<file path="src/rtl/btnreg_pkg.sv">
package btnreg_pkg;

    // Editor sequencing states
    typedef enum logic [1:0] {
        ST_CLEAR = 2'd0,
        ST_IDLE  = 2'd1,
        ST_READ  = 2'd2,
        ST_WRITE = 2'd3
    } ed_state_e;

    // Button slot positions inside the conditioned event vector
    localparam int NUM_BTN    = 4;
    localparam int BTN_IDX_UP = 0;
    localparam int BTN_IDX_DN = 1;
    localparam int BTN_VAL_UP = 2;
    localparam int BTN_VAL_DN = 3;

endpackage

</file>
<file path="src/rtl/btn_conditioner.sv">
// Synchroniser, debouncer and rising-edge one-shot for one button line.
module btn_conditioner #(
    parameter int SYNC_STAGES = 2,
    parameter int DEB_CYCLES  = 65536
) (
    input  logic clk,
    input  logic rst,
    input  logic raw_in,
    output logic press_pulse
);
    localparam int CNT_W = (DEB_CYCLES > 1) ? $clog2(DEB_CYCLES) : 1;
    localparam logic [CNT_W-1:0] CNT_MAX = CNT_W'(DEB_CYCLES - 1);

    typedef struct packed {
        logic [SYNC_STAGES-1:0] sync;
        logic [CNT_W-1:0]       cnt;
        logic                   stable;
        logic                   prev;
    } cond_t;

    cond_t cond_d, cond_q;

    always_comb begin
        cond_d      = cond_q;
        cond_d.sync = {cond_q.sync[SYNC_STAGES-2:0], raw_in};
        if (cond_q.sync[SYNC_STAGES-1] != cond_q.stable) begin
            if (cond_q.cnt == CNT_MAX) begin
                cond_d.stable = cond_q.sync[SYNC_STAGES-1];
                cond_d.cnt    = '0;
            end else begin
                cond_d.cnt = cond_q.cnt + 1'b1;
            end
        end else begin
            cond_d.cnt = '0;
        end
        cond_d.prev = cond_q.stable;
    end

    always_ff @(posedge clk) begin
        if (rst) begin
            cond_q <= '0;
        end else begin
            cond_q <= cond_d;
        end
    end

    assign press_pulse = cond_q.stable & ~cond_q.prev;

endmodule

</file>
<file path="src/rtl/edit_ctrl.sv">
// Index counter, clear sweep and read-modify-write sequencing.
module edit_ctrl
    import btnreg_pkg::*;
#(
    parameter int IDX_W = 4,
    parameter int VAL_W = 8
) (
    input  logic             clk,
    input  logic             rst,
    input  logic [NUM_BTN-1:0] evt,
    input  logic [VAL_W-1:0] rd_data,
    output logic [IDX_W-1:0] idx,
    output logic [IDX_W-1:0] rd_addr,
    output logic             wr_en,
    output logic [IDX_W-1:0] wr_addr,
    output logic [VAL_W-1:0] wr_data,
    output ed_state_e        state
);
    localparam logic [IDX_W-1:0] LAST_ADDR = '1;

    typedef struct packed {
        ed_state_e        state;
        logic [IDX_W-1:0] idx;
        logic [IDX_W-1:0] clr_addr;
        logic             dir_up;
    } ctrl_t;

    ctrl_t ctrl_d, ctrl_q;
    logic  val_go, idx_go;

    always_comb begin
        ctrl_d  = ctrl_q;
        wr_en   = 1'b0;
        wr_addr = ctrl_q.idx;
        wr_data = '0;
        // opposing events of one pair cancel each other
        val_go  = evt[BTN_VAL_UP] ^ evt[BTN_VAL_DN];
        idx_go  = evt[BTN_IDX_UP] ^ evt[BTN_IDX_DN];
        unique case (ctrl_q.state)
            ST_CLEAR: begin
                wr_en           = 1'b1;
                wr_addr         = ctrl_q.clr_addr;
                wr_data         = '0;
                ctrl_d.clr_addr = ctrl_q.clr_addr + 1'b1;
                if (ctrl_q.clr_addr == LAST_ADDR) begin
                    ctrl_d.state = ST_IDLE;
                end
            end
            ST_IDLE: begin
                if (val_go) begin
                    ctrl_d.state  = ST_READ;
                    ctrl_d.dir_up = evt[BTN_VAL_UP];
                end else if (idx_go) begin
                    ctrl_d.idx = evt[BTN_IDX_UP] ? ctrl_q.idx + 1'b1
                                                 : ctrl_q.idx - 1'b1;
                end
            end
            ST_READ: begin
                ctrl_d.state = ST_WRITE;
            end
            ST_WRITE: begin
                wr_en        = 1'b1;
                wr_data      = ctrl_q.dir_up ? rd_data + 1'b1 : rd_data - 1'b1;
                ctrl_d.state = ST_IDLE;
            end
            default: ctrl_d.state = ST_IDLE;
        endcase
    end

    always_ff @(posedge clk) begin
        if (rst) begin
            ctrl_q <= '{state: ST_CLEAR, idx: '0, clr_addr: '0, dir_up: 1'b0};
        end else begin
            ctrl_q <= ctrl_d;
        end
    end

    assign idx     = ctrl_q.idx;
    assign rd_addr = ctrl_q.idx;
    assign state   = ctrl_q.state;

endmodule

</file>
<file path="src/rtl/reg_array.sv">
// Storage with synchronous write and registered read address.
module reg_array #(
    parameter int ADDR_W = 4,
    parameter int DATA_W = 8
) (
    input  logic              clk,
    input  logic              wr_en,
    input  logic [ADDR_W-1:0] wr_addr,
    input  logic [DATA_W-1:0] wr_data,
    input  logic [ADDR_W-1:0] rd_addr,
    output logic [DATA_W-1:0] rd_data
);
    localparam int DEPTH = 1 << ADDR_W;

    logic [DATA_W-1:0] mem_q [DEPTH];
    logic [ADDR_W-1:0] rd_addr_d, rd_addr_q;

    always_comb begin
        rd_addr_d = rd_addr;
    end

    always_ff @(posedge clk) begin
        if (wr_en) begin
            mem_q[wr_addr] <= wr_data;
        end
        rd_addr_q <= rd_addr_d;
    end

    assign rd_data = mem_q[rd_addr_q];

endmodule

</file>
<file path="src/rtl/btn_regfile_editor.sv">
module btn_regfile_editor
    import btnreg_pkg::*;
#(
    parameter int IDX_W       = 4,
    parameter int VAL_W       = 8,
    parameter int SYNC_STAGES = 2,
    parameter int DEB_CYCLES  = 65536
) (
    input  logic             clk,
    input  logic             rst,
    input  logic             idx_up_btn,
    input  logic             idx_dn_btn,
    input  logic             val_up_btn,
    input  logic             val_dn_btn,
    output logic [IDX_W-1:0] sel_idx,
    output logic [VAL_W-1:0] sel_val
);
    logic [NUM_BTN-1:0] raw_vec;
    logic [NUM_BTN-1:0] btn_evt;
    logic [IDX_W-1:0]   rd_addr;
    logic [IDX_W-1:0]   wr_addr;
    logic [VAL_W-1:0]   wr_data;
    logic [VAL_W-1:0]   rd_data;
    logic               wr_en;
    ed_state_e          ed_state;

    always_comb begin
        raw_vec             = '0;
        raw_vec[BTN_IDX_UP] = idx_up_btn;
        raw_vec[BTN_IDX_DN] = idx_dn_btn;
        raw_vec[BTN_VAL_UP] = val_up_btn;
        raw_vec[BTN_VAL_DN] = val_dn_btn;
    end

    for (genvar b = 0; b < NUM_BTN; b++) begin : g_btn
        btn_conditioner #(
            .SYNC_STAGES (SYNC_STAGES),
            .DEB_CYCLES  (DEB_CYCLES)
        ) u_cond (
            .clk         (clk),
            .rst         (rst),
            .raw_in      (raw_vec[b]),
            .press_pulse (btn_evt[b])
        );
    end

    edit_ctrl #(
        .IDX_W (IDX_W),
        .VAL_W (VAL_W)
    ) u_ctrl (
        .clk     (clk),
        .rst     (rst),
        .evt     (btn_evt),
        .rd_data (rd_data),
        .idx     (sel_idx),
        .rd_addr (rd_addr),
        .wr_en   (wr_en),
        .wr_addr (wr_addr),
        .wr_data (wr_data),
        .state   (ed_state)
    );

    reg_array #(
        .ADDR_W (IDX_W),
        .DATA_W (VAL_W)
    ) u_array (
        .clk     (clk),
        .wr_en   (wr_en),
        .wr_addr (wr_addr),
        .wr_data (wr_data),
        .rd_addr (rd_addr),
        .rd_data (rd_data)
    );

    assign sel_val = rd_data;

endmodule

</file>
<file path="config.mk">
export PLATFORM = sky130hd
export DESIGN_NAME = btn_regfile_editor
export DESIGN_NICKNAME = d
export VERILOG_FILES = /design/src/rtl/btnreg_pkg.sv /design/src/rtl/btn_conditioner.sv /design/src/rtl/edit_ctrl.sv /design/src/rtl/reg_array.sv /design/src/rtl/btn_regfile_editor.sv
export SDC_FILE = /design/constraint.sdc
export NUM_CORES = 1
export LEC_CHECK = 0
export BUFFER_PORTS_ARGS = -buffer_cell sky130_fd_sc_hd__buf_2
export CORE_MARGIN = 8
export CORE_UTILIZATION = 45
export CTS_CLUSTER_DIAMETER = 80
export DETAILED_ROUTE_END_ITERATION = 12
export PLACE_DENSITY = 0.57
export RECOVER_POWER = 50
export SLEW_MARGIN = 20
export SYNTH_ARGS = -nofsm -noshare
export SYNTH_HDL_FRONTEND = slang
export SYNTH_SLANG_ARGS = --single-unit
</file>
<file path="constraint.sdc">
create_clock -name clk -period 4.35 [get_ports clk]
set_input_delay 0.2175 -clock clk [delete_from_list [all_inputs] [get_ports clk]]
set_output_delay 0.2175 -clock clk [all_outputs]
set_load 0.1 [all_outputs]
</file>
# Yosys cells after proc, flatten, opt, wreduce, memory -nomap -nowiden
# Memories as Yosys holds them, arrays and structs flattened. A register that Yosys moved wholly into a read port is not among the register bits.
# Cells that the tools add are included.
op_classes:
  n_addsub: 9
  eq_ne: 14
  muxes: 10
  bitwise: 15
  n_reduce_logical: 13
ops:
  columns: ["operator", "n"]
  rows:
  - ["16-bit by 1-bit adder with 16-bit output, second input constant", 4]
  - ["16-bit equality test, second input constant", 4]
  - ["8-bit two-way mux", 2]
  - ["2-bit AND reduction", 6]
  - ["3-bit OR reduction", 4]
  - ["1-bit NOT", 9]
  - ["4-bit by 1-bit adder with 4-bit output, second input constant", 2]
  - ["8-bit by 1-bit adder with 8-bit output, second input constant", 1]
  - ["4-bit two-way mux", 2]
  - ["2-bit one-hot mux with 4 select lines", 1]
  - ["8-bit by 1-bit subtractor with 8-bit output, second input constant", 1]
  - ["1-bit bitwise AND", 4]
  - ["2-bit equality test, second input constant", 2]
  - ["4-bit equality test, second input constant", 1]
  - ["2-bit two-way mux", 2]
  - ["1-bit != test", 4]
  - ["2-bit by 1-bit != test with 1-bit output, second input constant", 2]
  - ["4-bit by 1-bit subtractor with 4-bit output, second input constant", 1]
  - ["1-bit two-way mux", 3]
  - ["3-bit AND reduction", 1]
  - ["2-bit by 1-bit equality test with 1-bit output, second input constant", 1]
  - ["2-bit zero test", 1]
  - ["2-bit OR reduction", 1]
  - ["1-bit XOR", 2]
word_totals:
  regBits: 91
  mem_bits_rw: 128
  out_inout_bits: 12
  n_memories: 1
mem_list:
  columns: ["memory", "words", "width", "rd", "rd_ports_with_merged_regs", "wr", "line_no", "text"]
  rows:
  - ["u_array.mem_q", 16, 8, 1, 1, 1, "reg_array.sv:15", "logic [DATA_W-1:0] mem_q [DEPTH];"]

# Longest topological paths before layout
depth:
  depth_word: 5
  depth_mapped: 12
  mapped_depth_nobuf: 11

# By module
# From an unflattened synthesis, not the netlist that was laid out.
unflattened:
  hier_cells: 721
  area_unflattened_um2: 9621.7
modules_own_cells:
  columns: ["mod", "instances", "cells_each", "area_each_um2"]
  rows:
  - ["reg_array", 1, 225, 5067.4]
  - ["btn_conditioner", 4, 92, 870.8]
  - ["edit_ctrl", 1, 128, 1071.0]

# Least setup slack after synthesis
# No wires, ideal clock.
synth_path:
  kind: "register to register"
  startpoint: "register (tool-made name)"
  endpoint: "memory u_array.mem_q[0][6], data pin"
  setup_ns: 0.327
  t_arrival_ns: 3.878
  slack_ns: 0.146
  stages_incl_launch_ff: 12
  n_path_buf: 2
  period_less_slack_ns: 4.204
  path_cell_list: "dfxtp_1 -> buf_2 -> buf_2 -> mux4_2 -> mux4_2 -> ha_1 -> nor2b_1 -> o21ai_1 -> a21oi_1 -> o21ai_1 -> nor3b_1 -> nor3_1"
synth_lines:
  columns: ["item", "line_no"]
  rows:
  - ["end, declared", "reg_array.sv:15"]

==> summary.txt <==
Route
  • Vias post-DR: 5232
  • Wirelength, routed: around 18000 microns
  • Routed vias/inst: 5.18
  • Routed WL per cell: 17.5 microns
  • Final ANT Viol Nets: 0
  • 1st-pass router iterations: 4
  • DR iter-0 viols: ~240
  • Drt drc: 0

Finish
  • Fraction of layout cells with a size suffix above 1: 14.4%
  • Fin area: 0.0104 sq mm
  • Diodes inserted: 0
  • NumNets Final: ~750
  • Layout Cells excl Fill: 1011
  • Area delta synth->final: 13.5%
  • Fin util: 51.8%

STA
  • Hold slack: 0.192 ns
  • Final critical-path share of the clock period: 88.1%
  • Final worst slack: 0.518 ns
  • RSZ-0062 raised after global routing: false
  • TNS Setup: 0 ns
  • FMAX: 0.261 GHz
  • Setup Viol. Count Final: 0
  • Max-slew violation count: 0
  • Setup Skew: 0.00968 ns
  • Slew margin rel.: 19.9%
  • Final hold vios: 0
  • Post-layout minimum cycle time: 3.83 ns
  • Worst Tran Pin Value: 1.20 ns

Min path
  • Hold path endpoint: g_btn[3].u_cond.cond_d[0]
  • Worst Hold Class: input port to register
  • Min-delay src: rst
  • Worst hold stages: 2

Status
  • Status: finished, final reports clean

Floorplan
  • Initial Util: between 40% and 50%
  • Die height: 159 microns
  • Core region area: between 0.02 and 0.025 sq mm
  • Die area: 0.0253 sq mm
  • Die Wd: roughly 160 microns
  • Rows: 52
  • Num ports: 18

CTS
  • CTS buffer count: 24
  • Root Buffer: clkbuf_16
  • CTS HTree Levels: 1
  • CTS Sinks: 223
  • Post-cts resize count: 0
  • Max Buffers Root-to-Sink: 3
  • TritonCTS clock tree: built
  • Clk Latency, worst-skew pair: 0.50 ns
  • Clk slew on worst S/H paths: 0.06 ns

Logic synthesis
  • Cells after synthesis: 685
  • Synth Warn #: 0
  • Synthesized Nets: between 700 and 800
  • Post-synthesis register bit count: 223
  • Synth top area share: a little over two fifths
  • Post-synth EDFFs: between 100 and 150
  • Top FF cell, synth: edfxtp_1
  • Sequential area share after synthesis: 62.5%
  • Ys async rst share: 0%
  • Unique masters post-synth: between 40 and 50
  • Synth Area per Inst: about 13 sq um
  • Main area contributors after synthesis: edfxtp_1, dfxtp_1, mux4_2, nor2_1, xor2_1
  • Synth area leader: edfxtp_1
  • Syn Std Cell Area: 0.00920 sq mm

Global route
  • Initial antenna violation count: 0
  • GR Overflow Total: 0
  • Largest net degree at the start of global routing: 33
  • First-pass GRT wire length: 28400 microns
  • Vias in the first global route: 5401
  • Global Route Usage Sum: between 10 and 15%

Worst setup path
  • RR Endpoint: u_array.mem_q[12][7]
  • Setup CP Type: register to register
  • Endpoint class of the critical path: register
  • Reg2Reg Setup Slack: ~0.52 ns
  • Element type at the critical path start: register
  • CP arrival: 4.02 ns
  • Critical-path maximum fanout: 16
  • Worst path required time: 4.53 ns
  • R2R cell count: 9

Flow run
  • Max_cap viols: 0

Pwr
  • Worst vdd ir: 0.275 mV
  • LEAKAGE: roughly 3.4 nW
  • Final Power: 5.66 mW
  • Power density over cell area: around 540 mW/mm^2

Placement
  • Setup slack at placement: 0.509 ns
  • Placer Congestion: 0.797
  • Port Buf Inserts: 17
  • Placed inst area: 0.00962 sq mm
  • DP Cell Count: ~960
  • DP HPWL: 11700 microns
how the worst max path moves through the flow:
stage / cells past startpoint / slack [ns] / startpoint / endpoint
4_1_cts: 9 / 0.51 / register / u_array.mem_q[12][7]
6_report: 9 / 0.52 / register / u_array.mem_q[12][7]
2_1_floorplan: 11 / 0.15 / register / u_array.mem_q[0][6]
3_5_place_dp: 9 / 0.51 / register / u_array.mem_q[12][7]
3_3_place_gp: 11 / 0.35 / register / u_array.mem_q[6][6]
5_1_grt: 9 / 0.29 / register / u_array.mem_q[12][7]
sequential cells by signal, summed over array words and instances (netlist names), named ones only:
signal and cells:
g_btn.u_cond.cond_q 72, g_btn.u_cond.cond_d 8, u_ctrl.idx 4, u_ctrl.ctrl_q 5, u_array.mem_q 128, u_ctrl.state 2
synthesized netlist by cell type, types with 2 or more instances:
master	instances
nor3_1	9
dfxtp_1	95
mux4_1	4
o21ai_0	6
nor2_1	111
and3_1	10
buf_2	6
a32oi_1	2
nor2b_1	20
a21o_1	2
edfxtp_1	128
and2_1	2
o21ai_1	3
ha_1	17
nand3_1	27
buf_4	4
or2_1	5
clkbuf_1	13
or3_1	4
nand2_1	22
buf_1	2
nand4_1	12
and4_1	7
a21oi_1	13
mux2i_1	8
nand2b_1	7
xnor2_1	33
xor2_1	35
inv_1	24
mux4_2	35
fa_1	2
power breakdown:
part	internal (mW)	leakage, nW	total [mW]	switching (mW)
logic	0.343	1.13	1.14	0.793
clock network	1.22	0.403	2.03	0.809
registers	2.42	1.90	2.49	0.0629
total	3.99	3.43	5.66	1.66
metal layers:
metal / wire (microns) / global-route usage [%] / vias up / part of all wire, %
met3: 648 / 2.09 / 23 / 3.7
met2: 8800 / 24.1 / 80 / 50
met5: 0 / 0 / - / 0
met1: 7920 / 18.1 / 2593 / 45
met4: 280 / 3.64 / 0 / 1.6
li1: - / - / 2536 / -
cell type report:
class	instances	area, sq um
clock buffers	29	671
clock inverters	15	141
fillers	1726	9730
inverters	25	93.8
multi-input cells	410	3220
flip-flops and latches	223	5750
well taps	270	338
repair buffers	39	231
cells by family (layout without fill, tap and decap cells):
logic type               after synthesis  in the layout  share of synthesized area, %
AND/OR/NAND/NOR                      239            239                          12.4
XOR/XNOR                              69             69                          6.65
adder cells (fa/ha/maj)               19             19                          2.75
flip-flops                           223            223                          62.5
multiplexers                          48             48                          10.7
AO/OA/AOI/OAI                         35             35                          2.48
buffers and inverters                 52            108                          2.57
critical path, cell delays in order, from the launching register on:
cell	delay, ns
dfxtp_2	0.50
buf_4	0.30
mux4_2	0.52
mux4_2	0.51
buf_4	0.16
ha_1	0.31
a31oi_4	0.10
o31ai_1	0.36
xnor2_1	0.12
nor2_1	0.64
layout by cell type, fill, tap and decap left out, types with 17 or more instances in the layout:
master,instances
edfxtp_1,128
nor2_1,111
dfxtp_1,94
mux4_2,35
xor2_1,35
xnor2_1,33
nand3_1,27
clkbuf_16,25
inv_1,24
nand2_1,22
nor2b_1,20
ha_1,17
timing repair:
action | 4_1_cts | 5_1_grt
setup buffers | 0 | 0
hold endpoints to repair | 4 | 0
hold buffers | 4 | 0
Note: power is estimated with default switching activity, not from simulation.
